### config.mk
export PLATFORM = sky130hd
export DESIGN_NAME = mps_tlb
export DESIGN_NICKNAME = d
export VERILOG_FILES = /design/src/rtl/mps_tlb_pkg.sv /design/src/rtl/mps_tlb_dp.sv /design/src/rtl/mps_tlb_ctrl.sv /design/src/rtl/mps_tlb.sv
export SDC_FILE = /design/constraint.sdc
export NUM_CORES = 2
export LEC_CHECK = 0
export ABC_AREA = 1
export BUFFER_PORTS_ARGS = -buffer_cell sky130_fd_sc_hd__buf_2
export CORE_MARGIN = 2
export CORE_UTILIZATION = 30
export CTS_CLUSTER_DIAMETER = 80
export CTS_CLUSTER_SIZE = 14
export DETAILED_ROUTE_END_ITERATION = 10
export PLACE_DENSITY = 0.46
export SLEW_MARGIN = 20
export SYNTH_ARGS = -nofsm -noshare
export SYNTH_HDL_FRONTEND = slang
export SYNTH_SLANG_ARGS = --single-unit
### constraint.sdc
create_clock -name clk -period 7.6 [get_ports clk]
set_clock_uncertainty 0.2 [all_clocks]
set_input_delay 0.76 -clock clk [delete_from_list [all_inputs] [get_ports clk]]
set_output_delay 0.76 -clock clk [all_outputs]
set_load 0.005 [all_outputs]
### src/rtl/mps_tlb_pkg.sv
package mps_tlb_pkg;
  localparam int ADDR_W    = 32;
  localparam int MIN_SHIFT = 12;
  localparam int TAG_W     = ADDR_W - MIN_SHIFT;

  typedef enum logic [1:0] {
    PG_4K  = 2'd0,
    PG_64K = 2'd1,
    PG_1M  = 2'd2,
    PG_16M = 2'd3
  } pageSize_e;

  typedef struct packed {
    logic wrEn;
    logic clrAll;
  } tlbStrobe_t;

  // Tag bits that take part in a compare for a given region size
  function automatic logic [TAG_W-1:0] tagMask(pageSize_e sz);
    case (sz)
      PG_64K:  return {{(TAG_W-4){1'b1}},  4'h0};
      PG_1M:   return {{(TAG_W-8){1'b1}},  8'h00};
      PG_16M:  return {{(TAG_W-12){1'b1}}, 12'h000};
      default: return '1;
    endcase
  endfunction
endpackage

### src/rtl/mps_tlb_dp.sv
module mps_tlb_dp
  import mps_tlb_pkg::*;
#(
  parameter int ENTRIES = 32,
  localparam int IDX_W  = $clog2(ENTRIES)
) (
  input  logic                 clk,
  input  logic                 rstN,
  input  tlbStrobe_t           strb,
  input  logic [IDX_W-1:0]     wrIdx,
  input  logic [TAG_W-1:0]     fillTag,
  input  logic [TAG_W-1:0]     fillPtag,
  input  pageSize_e            fillSize,
  input  logic                 fillXn,
  input  logic [ADDR_W-1:0]    lookupVa,
  output logic [ENTRIES-1:0]   fillMatch,
  output logic                 hit,
  output logic [ADDR_W-1:0]    pa,
  output logic                 xn
);
  logic [ENTRIES-1:0] valid;
  logic [TAG_W-1:0]   vtag [ENTRIES];
  logic [TAG_W-1:0]   ptag [ENTRIES];
  pageSize_e          psize [ENTRIES];
  logic [ENTRIES-1:0] xnBit;
  logic [ENTRIES-1:0] hitVec;
  logic [TAG_W-1:0]   lookTag;
  logic [IDX_W-1:0]   sel;
  logic [TAG_W-1:0]   selMask;

  assign lookTag = lookupVa[ADDR_W-1:MIN_SHIFT];

  always_ff @(posedge clk) begin
    if (!rstN) begin
      valid <= '0;
    end else if (strb.clrAll) begin
      valid <= '0;
    end else if (strb.wrEn) begin
      valid[wrIdx] <= 1'b1;
    end
  end

  always_ff @(posedge clk) begin
    for (int i = 0; i < ENTRIES; i++) begin
      if (strb.wrEn && !strb.clrAll && wrIdx == IDX_W'(i)) begin
        vtag[i]  <= fillTag;
        ptag[i]  <= fillPtag;
        psize[i] <= fillSize;
        xnBit[i] <= fillXn;
      end
    end
  end

  for (genvar g = 0; g < ENTRIES; g++) begin : gCmp
    logic [TAG_W-1:0] m;
    assign m            = tagMask(psize[g]);
    assign hitVec[g]    = valid[g] && (((lookTag ^ vtag[g]) & m) == '0);
    assign fillMatch[g] = valid[g] && (psize[g] == fillSize)
                          && (((fillTag ^ vtag[g]) & m) == '0);
  end

  // Lowest index wins
  always_comb begin
    sel = '0;
    for (int i = ENTRIES - 1; i >= 0; i--) begin
      if (hitVec[i]) sel = IDX_W'(i);
    end
  end

  assign hit     = |hitVec;
  assign selMask = tagMask(psize[sel]);

  always_comb begin
    if (hit) begin
      pa = {(ptag[sel] & selMask) | (lookTag & ~selMask),
            lookupVa[MIN_SHIFT-1:0]};
      xn = xnBit[sel];
    end else begin
      pa = '0;
      xn = 1'b0;
    end
  end
endmodule

### src/rtl/mps_tlb_ctrl.sv
module mps_tlb_ctrl
  import mps_tlb_pkg::*;
#(
  parameter int ENTRIES = 32,
  localparam int IDX_W  = $clog2(ENTRIES)
) (
  input  logic               clk,
  input  logic               rstN,
  input  logic               fillEn,
  input  logic               flushEn,
  input  logic [ENTRIES-1:0] fillMatch,
  output tlbStrobe_t         strb,
  output logic [IDX_W-1:0]   wrIdx
);
  logic [IDX_W-1:0] rrPtr;
  logic [IDX_W-1:0] matchIdx;
  logic             anyMatch;

  assign anyMatch = |fillMatch;

  always_comb begin
    matchIdx = '0;
    for (int i = ENTRIES - 1; i >= 0; i--) begin
      if (fillMatch[i]) matchIdx = IDX_W'(i);
    end
  end

  assign wrIdx       = anyMatch ? matchIdx : rrPtr;
  assign strb.clrAll = flushEn;
  assign strb.wrEn   = fillEn && !flushEn;

  always_ff @(posedge clk) begin
    if (!rstN || flushEn) begin
      rrPtr <= '0;
    end else if (fillEn && !anyMatch) begin
      rrPtr <= (rrPtr == IDX_W'(ENTRIES - 1)) ? '0 : rrPtr + 1'b1;
    end
  end
endmodule

### src/rtl/mps_tlb.sv
module mps_tlb
  import mps_tlb_pkg::*;
#(
  parameter int ENTRIES = 32,
  localparam int IDX_W  = $clog2(ENTRIES)
) (
  input  logic        clk,
  input  logic        rstN,
  input  logic [31:0] lookupVa,
  output logic        lookupHit,
  output logic        lookupMiss,
  output logic [31:0] lookupPa,
  output logic        lookupXn,
  input  logic        fillEn,
  input  logic [31:0] fillVa,
  input  logic [31:0] fillPa,
  input  logic [1:0]  fillSize,
  input  logic        fillXn,
  input  logic        flushEn
);
  tlbStrobe_t         strb;
  logic [IDX_W-1:0]   wrIdx;
  logic [ENTRIES-1:0] fillMatch;
  logic               hit;
  logic               unusedLowBits;

  // Offset bits of a fill never reach storage
  assign unusedLowBits = ^{fillVa[MIN_SHIFT-1:0], fillPa[MIN_SHIFT-1:0]};

  mps_tlb_ctrl #(.ENTRIES(ENTRIES)) u_ctrl (
    .clk      (clk),
    .rstN     (rstN),
    .fillEn   (fillEn),
    .flushEn  (flushEn),
    .fillMatch(fillMatch),
    .strb     (strb),
    .wrIdx    (wrIdx)
  );

  mps_tlb_dp #(.ENTRIES(ENTRIES)) u_dp (
    .clk      (clk),
    .rstN     (rstN),
    .strb     (strb),
    .wrIdx    (wrIdx),
    .fillTag  (fillVa[ADDR_W-1:MIN_SHIFT]),
    .fillPtag (fillPa[ADDR_W-1:MIN_SHIFT]),
    .fillSize (pageSize_e'(fillSize)),
    .fillXn   (fillXn),
    .lookupVa (lookupVa),
    .fillMatch(fillMatch),
    .hit      (hit),
    .pa       (lookupPa),
    .xn       (lookupXn)
  );

  assign lookupHit  = hit;
  assign lookupMiss = ~hit;
endmodule

* Yosys cells after proc, flatten, opt, wreduce, memory -nomap -nowiden
Memories as Yosys holds them, arrays and structs flattened. Index checks and enable logic that the tools add are counted.
Word-level totals: flip-flop bits (word level) 69, RAM bits 1344, input port bits 103, output and inout port bits 35, memories kept 3
Cells by class: $add $sub $neg 1, order comparisons 3, equal/unequal tests 163, mux-type cells 448, bitwise logic cells 135, reductions and logical operators 297
Memory list:
- u_dp.ptag | depth 32, bits a word 20, rd ports 1, clocked after Yosys merged registers in 0, wr ports 1, RTL line mps_tlb_dp.sv:23 | logic [TAG_W-1:0] ptag [ENTRIES];
- u_dp.vtag | depth 32, bits a word 20, rd ports 32, clocked after Yosys merged registers in 0, wr ports 1, RTL line mps_tlb_dp.sv:22 | logic [TAG_W-1:0] vtag [ENTRIES];
- u_dp.psize | depth 32, bits a word 2, rd ports 33, clocked after Yosys merged registers in 0, wr ports 1, RTL line mps_tlb_dp.sv:24 | pageSize_e psize [ENTRIES];
Operators by type and width (number):
- 20-bit AND | 66
- 20-bit zero test | 64
- 20-bit bitwise XOR | 64
- 20-bit 2-to-1 mux | 62
- 20-bit OR reduction | 62
- 12-bit case mux with 3 select lines | 33
- 5-bit 2-to-1 mux | 159
- 1-bit 2-to-1 mux | 160
- 2-bit == test (second input constant) | 66
- 1-bit logical AND | 132
- 5-bit == test (second input constant) | 17
- 2-bit by 1-bit == test with 1-bit output (second input constant) | 33
- 2-bit == test | 32
- 2-bit OR reduction | 32
- 32-bit OR reduction | 2
- 2-bit 2-to-1 mux | 31
- 5-bit by 4-bit == test with 1-bit output (second input constant) | 8
- 32-bit 2-to-1 mux | 1
- 32-bit bitwise OR | 1
- 5-bit by 3-bit == test with 1-bit output (second input constant) | 4
- 20-bit NOT | 1
- 20-bit bitwise OR | 1
- 5-bit by 6-bit < comparator with 1-bit output (second input constant) | 2
- 5-bit by 2-bit == test with 1-bit output (second input constant) | 2
- other kinds (9) | 12

* Longest topological paths before layout
An unclocked memory read counts as a cell.
depth in word-level cells 75, gate-level depth with buffers 52

* Hierarchy
Synthesis repeated with hierarchy kept, for this count alone.
Second synthesis, totals: cells, all modules 6792, area total of the unflattened synthesis 71139.5 um^2
By module, submodules not included:
- mps_tlb_dp | instances 1, cells an instance 6636, area each 70386.3 um^2, seq. area each 41960.2 um^2
- mps_tlb_ctrl | instances 1, cells an instance 155, area each 749.5 um^2, seq. area each 100.1 um^2
- mps_tlb | instances 1, cells an instance 1, area each 3.8 um^2, seq. area each 0.0 um^2

* Least setup slack after synthesis
No wires, ideal clock.
path kind input port to flip-flop, start point input port fillVa[21], end point memory u_dp.psize[13][0] (netlist bit) (enable), setup time 397 ps, arrival time 4704 ps, path slack 2299 ps, stages 17, path buffers 3, cells stage by stage clkbuf_1 > buf_2 > buf_2 > xor2_1 > o41ai_1 > nand4_1 > or2_2 > and2_1 > and3_1 > and3_1 > nand2_1 > inv_1 > a22oi_1 > inv_1 > a21oi_1 > nand2_1 > inv_1
Between the ends: cells in the longest elaborated chain, start to end 73, elaborated cells between the ends (all ways) 383, classes of those cells eq/ne (31); mux (159); bitwise (64); reduce/logical (129)
RTL lines:
- start, declared | RTL line mps_tlb.sv:15 | input logic [31:0] fillVa,
- 20-bit bitwise XOR | RTL line mps_tlb_dp.sv:59 | && (((fillTag ^ vtag[g]) & m) == '0);
- 20-bit AND | RTL line mps_tlb_dp.sv:59
- 20-bit zero test | RTL line mps_tlb_dp.sv:59
- 1-bit logical AND | RTL line mps_tlb_dp.sv:59
- 5-bit 2-to-1 mux (32 in series) | RTL line mps_tlb_ctrl.sv:24 | if (fillMatch[i]) matchIdx = IDX_W'(i);
- 5-bit 2-to-1 mux (*) | RTL line mps_tlb_ctrl.sv:28 | assign wrIdx = anyMatch ? matchIdx : rrPtr;
- 5-bit by 1-bit == test with 1-bit output | RTL line mps_tlb_dp.sv:45 | if (strb.wrEn && !strb.clrAll && wrIdx == IDX_W'(i)) begin
- 1-bit logical AND | RTL line mps_tlb_dp.sv:45
- 1-bit 2-to-1 mux | RTL line mps_tlb_dp.sv:45
- 1-bit 2-to-1 mux (not written as such) | RTL line mps_tlb_dp.sv:48 | psize[i] <= fillSize;
- 2-bit OR reduction (no line)
- 5-bit 2-to-1 mux (no line) / 1-bit 2-to-1 mux (equally long branches) (31 in series)
- end, declared | RTL line mps_tlb_dp.sv:24
Mark *: on every way between the ends. The rest lies on a longest branch, timed or not.

* Final worst setup path
start point input port lookupVa[30], end point output port lookupPa[19]
Between the ends: cells in the longest elaborated chain, start to end 43, elaborated cells between the ends (all ways) 172, classes of those cells eq/ne (3); mux (34); bitwise (68); reduce/logical (65); memory (2)
RTL lines:
- start, declared | RTL line mps_tlb.sv:9 | input logic [31:0] lookupVa,
- 20-bit bitwise XOR | RTL line mps_tlb_dp.sv:57 | assign hitVec[g] = valid[g] && (((lookTag ^ vtag[g]) & m) == '0);
- 20-bit AND | RTL line mps_tlb_dp.sv:57
- 20-bit zero test | RTL line mps_tlb_dp.sv:57
- 1-bit logical AND | RTL line mps_tlb_dp.sv:57
- 5-bit 2-to-1 mux (32 in series) | RTL line mps_tlb_dp.sv:66 | if (hitVec[i]) sel = IDX_W'(i);
- memory 32 x 2 bit
- 2-bit == test / 2-bit by 1-bit == test with 1-bit output (equally long branches) | RTL line mps_tlb_pkg.sv:20 | case (sz)
- 12-bit case mux with 3 select lines | RTL line mps_tlb_pkg.sv:20
- 20-bit NOT | RTL line mps_tlb_dp.sv:75 | pa = {(ptag[sel] & selMask) | (lookTag & ~selMask),
- 20-bit AND | RTL line mps_tlb_dp.sv:75
- 20-bit bitwise OR | RTL line mps_tlb_dp.sv:75
- 32-bit 2-to-1 mux (*) | RTL line mps_tlb_dp.sv:74 | if (hit) begin
- end, declared | RTL line mps_tlb.sv:12 | output logic [31:0] lookupPa,
Marked as above.

==> summary.txt <==
Pwr
  – Combinational Power Share: 6.3%
  – P_sw: 3.67 mW
  – Switching share of power: 23.8%
  – Pint: 11.8 mW
  – PwrDens: 197 nW/um2
  – Peak supply drop: 0.203 mV
  – Seq pwr share: 55.5%
  – Pwr Total: 15.4 mW
  – Leak: 27.3 nW
  – Power share of the clock group: 38.2%

Synth
  – Cell taking the most area after synthesis: edfxtp_1
  – Mapped Area: 68800 um2
  – Main synth FF type: edfxtp_1
  – Post-synth ARST share: 0%
  – Synth top area share: 60.1%
  – Synth Instances: 6183
  – Synthesis Warnings: 0
  – Top post-synthesis cells by area: edfxtp_1 (60%), xor2_1 (6.7%), nand2_1 (6.5%), nand3_1 (6.4%), xnor2_1 (5.5%)
  – Yosys reg bits: 1413
  – Distinct cells, synth: 60
  – Share of the yosys chip area belonging to registers: 61.2%
  – Syn Area/Cell: 11.1 um2
  – Post-synth EDFFs: 1376
  – Syn_nets: 6288

CTS
  – Htree depth: 3
  – Worst-Skew Late Latency: 0.80 ns
  – Clock tree buffer depth: 3
  – Hold_buf cts: 0
  – Sink Count: 1413
  – Root Driver: clkbuf_16
  – Clock transition at path regs: 0.08 ns
  – CTS tree: built
  – Total CTS buffers: 116

STA
  – Worst-Margin Slew: 1.02 ns
  – Tmin final: 7.40 ns
  – Max-slew violations: 0
  – Final worst path period share: 97.4%
  – Slew HR: 32.2%
  – Hold Violations, Final: 0
  – Setup TNS: 0 ns
  – Max Fclk: 135 MHz
  – Final setup viols: 0

Die
  – I/O pins: 138
  – Core area: 228000 um2
  – Die height: 483 um
  – Die ar.: 233000 um2
  – Cell row count: 175
  – Starting Density: 30.2%
  – Die W: 483 um

Setup path
  – Startpoint Class: input pin
  – WS Path Type: in -> out
  – CP Data Required Time: 6.64 ns
  – CP top delay family: simple AND/OR/NAND/NOR gates
  – CP Max Fanout: 14
  – Data arrival, critical path: 6.44 ns
  – Most frequent CP cell: nand2_1
  – Crit-path max cell delay: 0.82 ns
  – Critical path capture point type: output pin
  – Worst path bufs/invs: 7
  – CP max stage cell: a2111oi_1

Routing
  – DRT Pass-1 Iters: 6
  – Via density: 5.23
  – DRC violations left: 0
  – Total Wirelength: 256 mm
  – Drt initial violations: 5405
  – Antenna Violating Nets Remaining: 0
  – DR vias: 49400
  – WL/cell: 27.1 um

Layout
  – Share of cells above drive strength 1: 10.4%
  – Final core utilization: 34.4%
  – Non-Filler Instances: 9442
  – Area grow syn2layout: 13.8%
  – Nets: 6482

Placement
  – GPL Wtd Cong: 0.928
  – I/O Buffers: 113
  – DP HPWL: 162 mm
  – Placed Instances: 9254

Job
  – Max-cap viol count: 0

GRT
  – Wire length of the first global-routing pass: 357 mm
  – Largest net degree at the start of global routing: 131
  – Initial antenna violation count: 24
  – Total track usage: 21.3%
  – Vias in the first global route: 47400
  – Total grt overflow: 0

Outcome
  – Status: finished, final reports clean

Worst hold path
  – HP Class: in -> reg
## worst min-delay path, stage by stage
cell     delay (ns)
buf_2          0.10
nor2_1         0.08
o21ai_0        0.08
a21oi_1        0.05
## repair_timing
action,CTS,global route
cloned,0,4
endpoints found under the setup margin,1,21
buffers inserted,0,10
resized for setup,1,20
pin swaps,0,2
## cells by family after synthesis
logic type	count (synthesis)	synth area share, %
AO/OA/AOI/OAI	496	5.02
XOR/XNOR	958	12.2
adder cells (fa/ha/maj)	2	0.0364
buffers and inverters	668	4.38
flip-flops	1413	61.2
AND/OR/NAND/NOR	2646	17.2
## synth_stat cells, drive strengths merged, types with 8 or more instances
master,count
a2111oi,25
a211oi,14
a21oi,104
a221oi,32
a41oi,12
and2,15
and3,8
buf,296
clkbuf,57
dfxtp,37
edfxtp,1376
inv,312
nand2,1190
nand3,887
nand4,107
nor2,255
nor3,47
nor4,82
o2111ai,48
o211ai,8
o21ai,71
o221ai,17
o22ai,80
o41ai,58
or2,45
xnor2,431
xor2,527
## state kept, by name, indices dropped and copies added (netlist names)
name,cells
u_dp.psize,64
u_dp.xnBit,32
u_dp.vtag,640
u_ctrl.rrPtr,5
u_dp.ptag,640
u_dp.valid,32
## layer usage
metal / global-route usage, % / share of wire (%) / up-vias
met5: 0 / 0.015 / -
met4: 7.11 / 3.7 / 6
met2: 34.5 / 46 / 1858
met1: 29.4 / 44 / 25000
li1: - / - / 22200
met3: 2.76 / 6.1 / 398
## final timing paths
| check | startpoint | end | slack (ns) | depth (start not counted) |
|---|---|---|---|---|
| setup / recovery | lookupVa[30] | lookupPa[19] | 0.20 | 39 |
| hold / removal | flushEn | u_ctrl.rrPtr[1] | 0.19 | 4 |
| setup reg to reg | u_dp.psize[25][1] | u_dp.ptag[28][17] | 1.95 | 16 |
| hold reg to reg | u_dp.valid[5] | u_dp.valid[5] | 0.28 | 2 |
## power groups by stage
stage	clock network (mW)	registers [mW]	logic (mW)
global route	6.29	8.56	1.03
finish	5.89	8.57	0.968
global placement	0	8.74	0.949
CTS	6.03	8.57	0.962
floorplan	0	8.74	0.483
detailed placement	0	8.74	0.959
## cell usage in the layout (no fill, tap or decap), types with 31 or more instances in the layout
master,n
nand3_1,882
dfxtp_1,37
inv_1,266
o2111ai_1,48
nor3_1,47
edfxtp_1,1376
nor2_1,249
nand2_1,1182
buf_12,75
o22ai_1,80
buf_2,99
o21ai_0,63
nand4_1,107
xor2_1,527
inv_2,42
nor4_1,81
buf_4,245
xnor2_1,431
clkbuf_16,119
a221oi_1,31
o41ai_1,58
or2_2,35
a21oi_1,104
## layout make-up
type | instances | area, um2
tap | 3009 | 3760
clock inverter | 22 | 364
timing repair buffer | 428 | 4010
multi-input combinational | 4103 | 23800
fill | 22600 | 149000
clock buffer | 147 | 3040
antenna | 5 | 12.5
inverter | 315 | 1200
sequential | 1413 | 42100
## stage by stage
step / hold WS [ns] / instance area (um2) / worst slack, ns
global route: 0.169 / 78300 / -0.0153
CTS: 0.142 / 78000 / 0.0125
floorplan: 0.240 / 68800 / 2.30
finish: 0.194 / 78300 / 0.198
detailed placement: 0.264 / 74600 / 0.186
global placement: 0.259 / 74600 / 0.133
(Power assumes the default switching activity.)
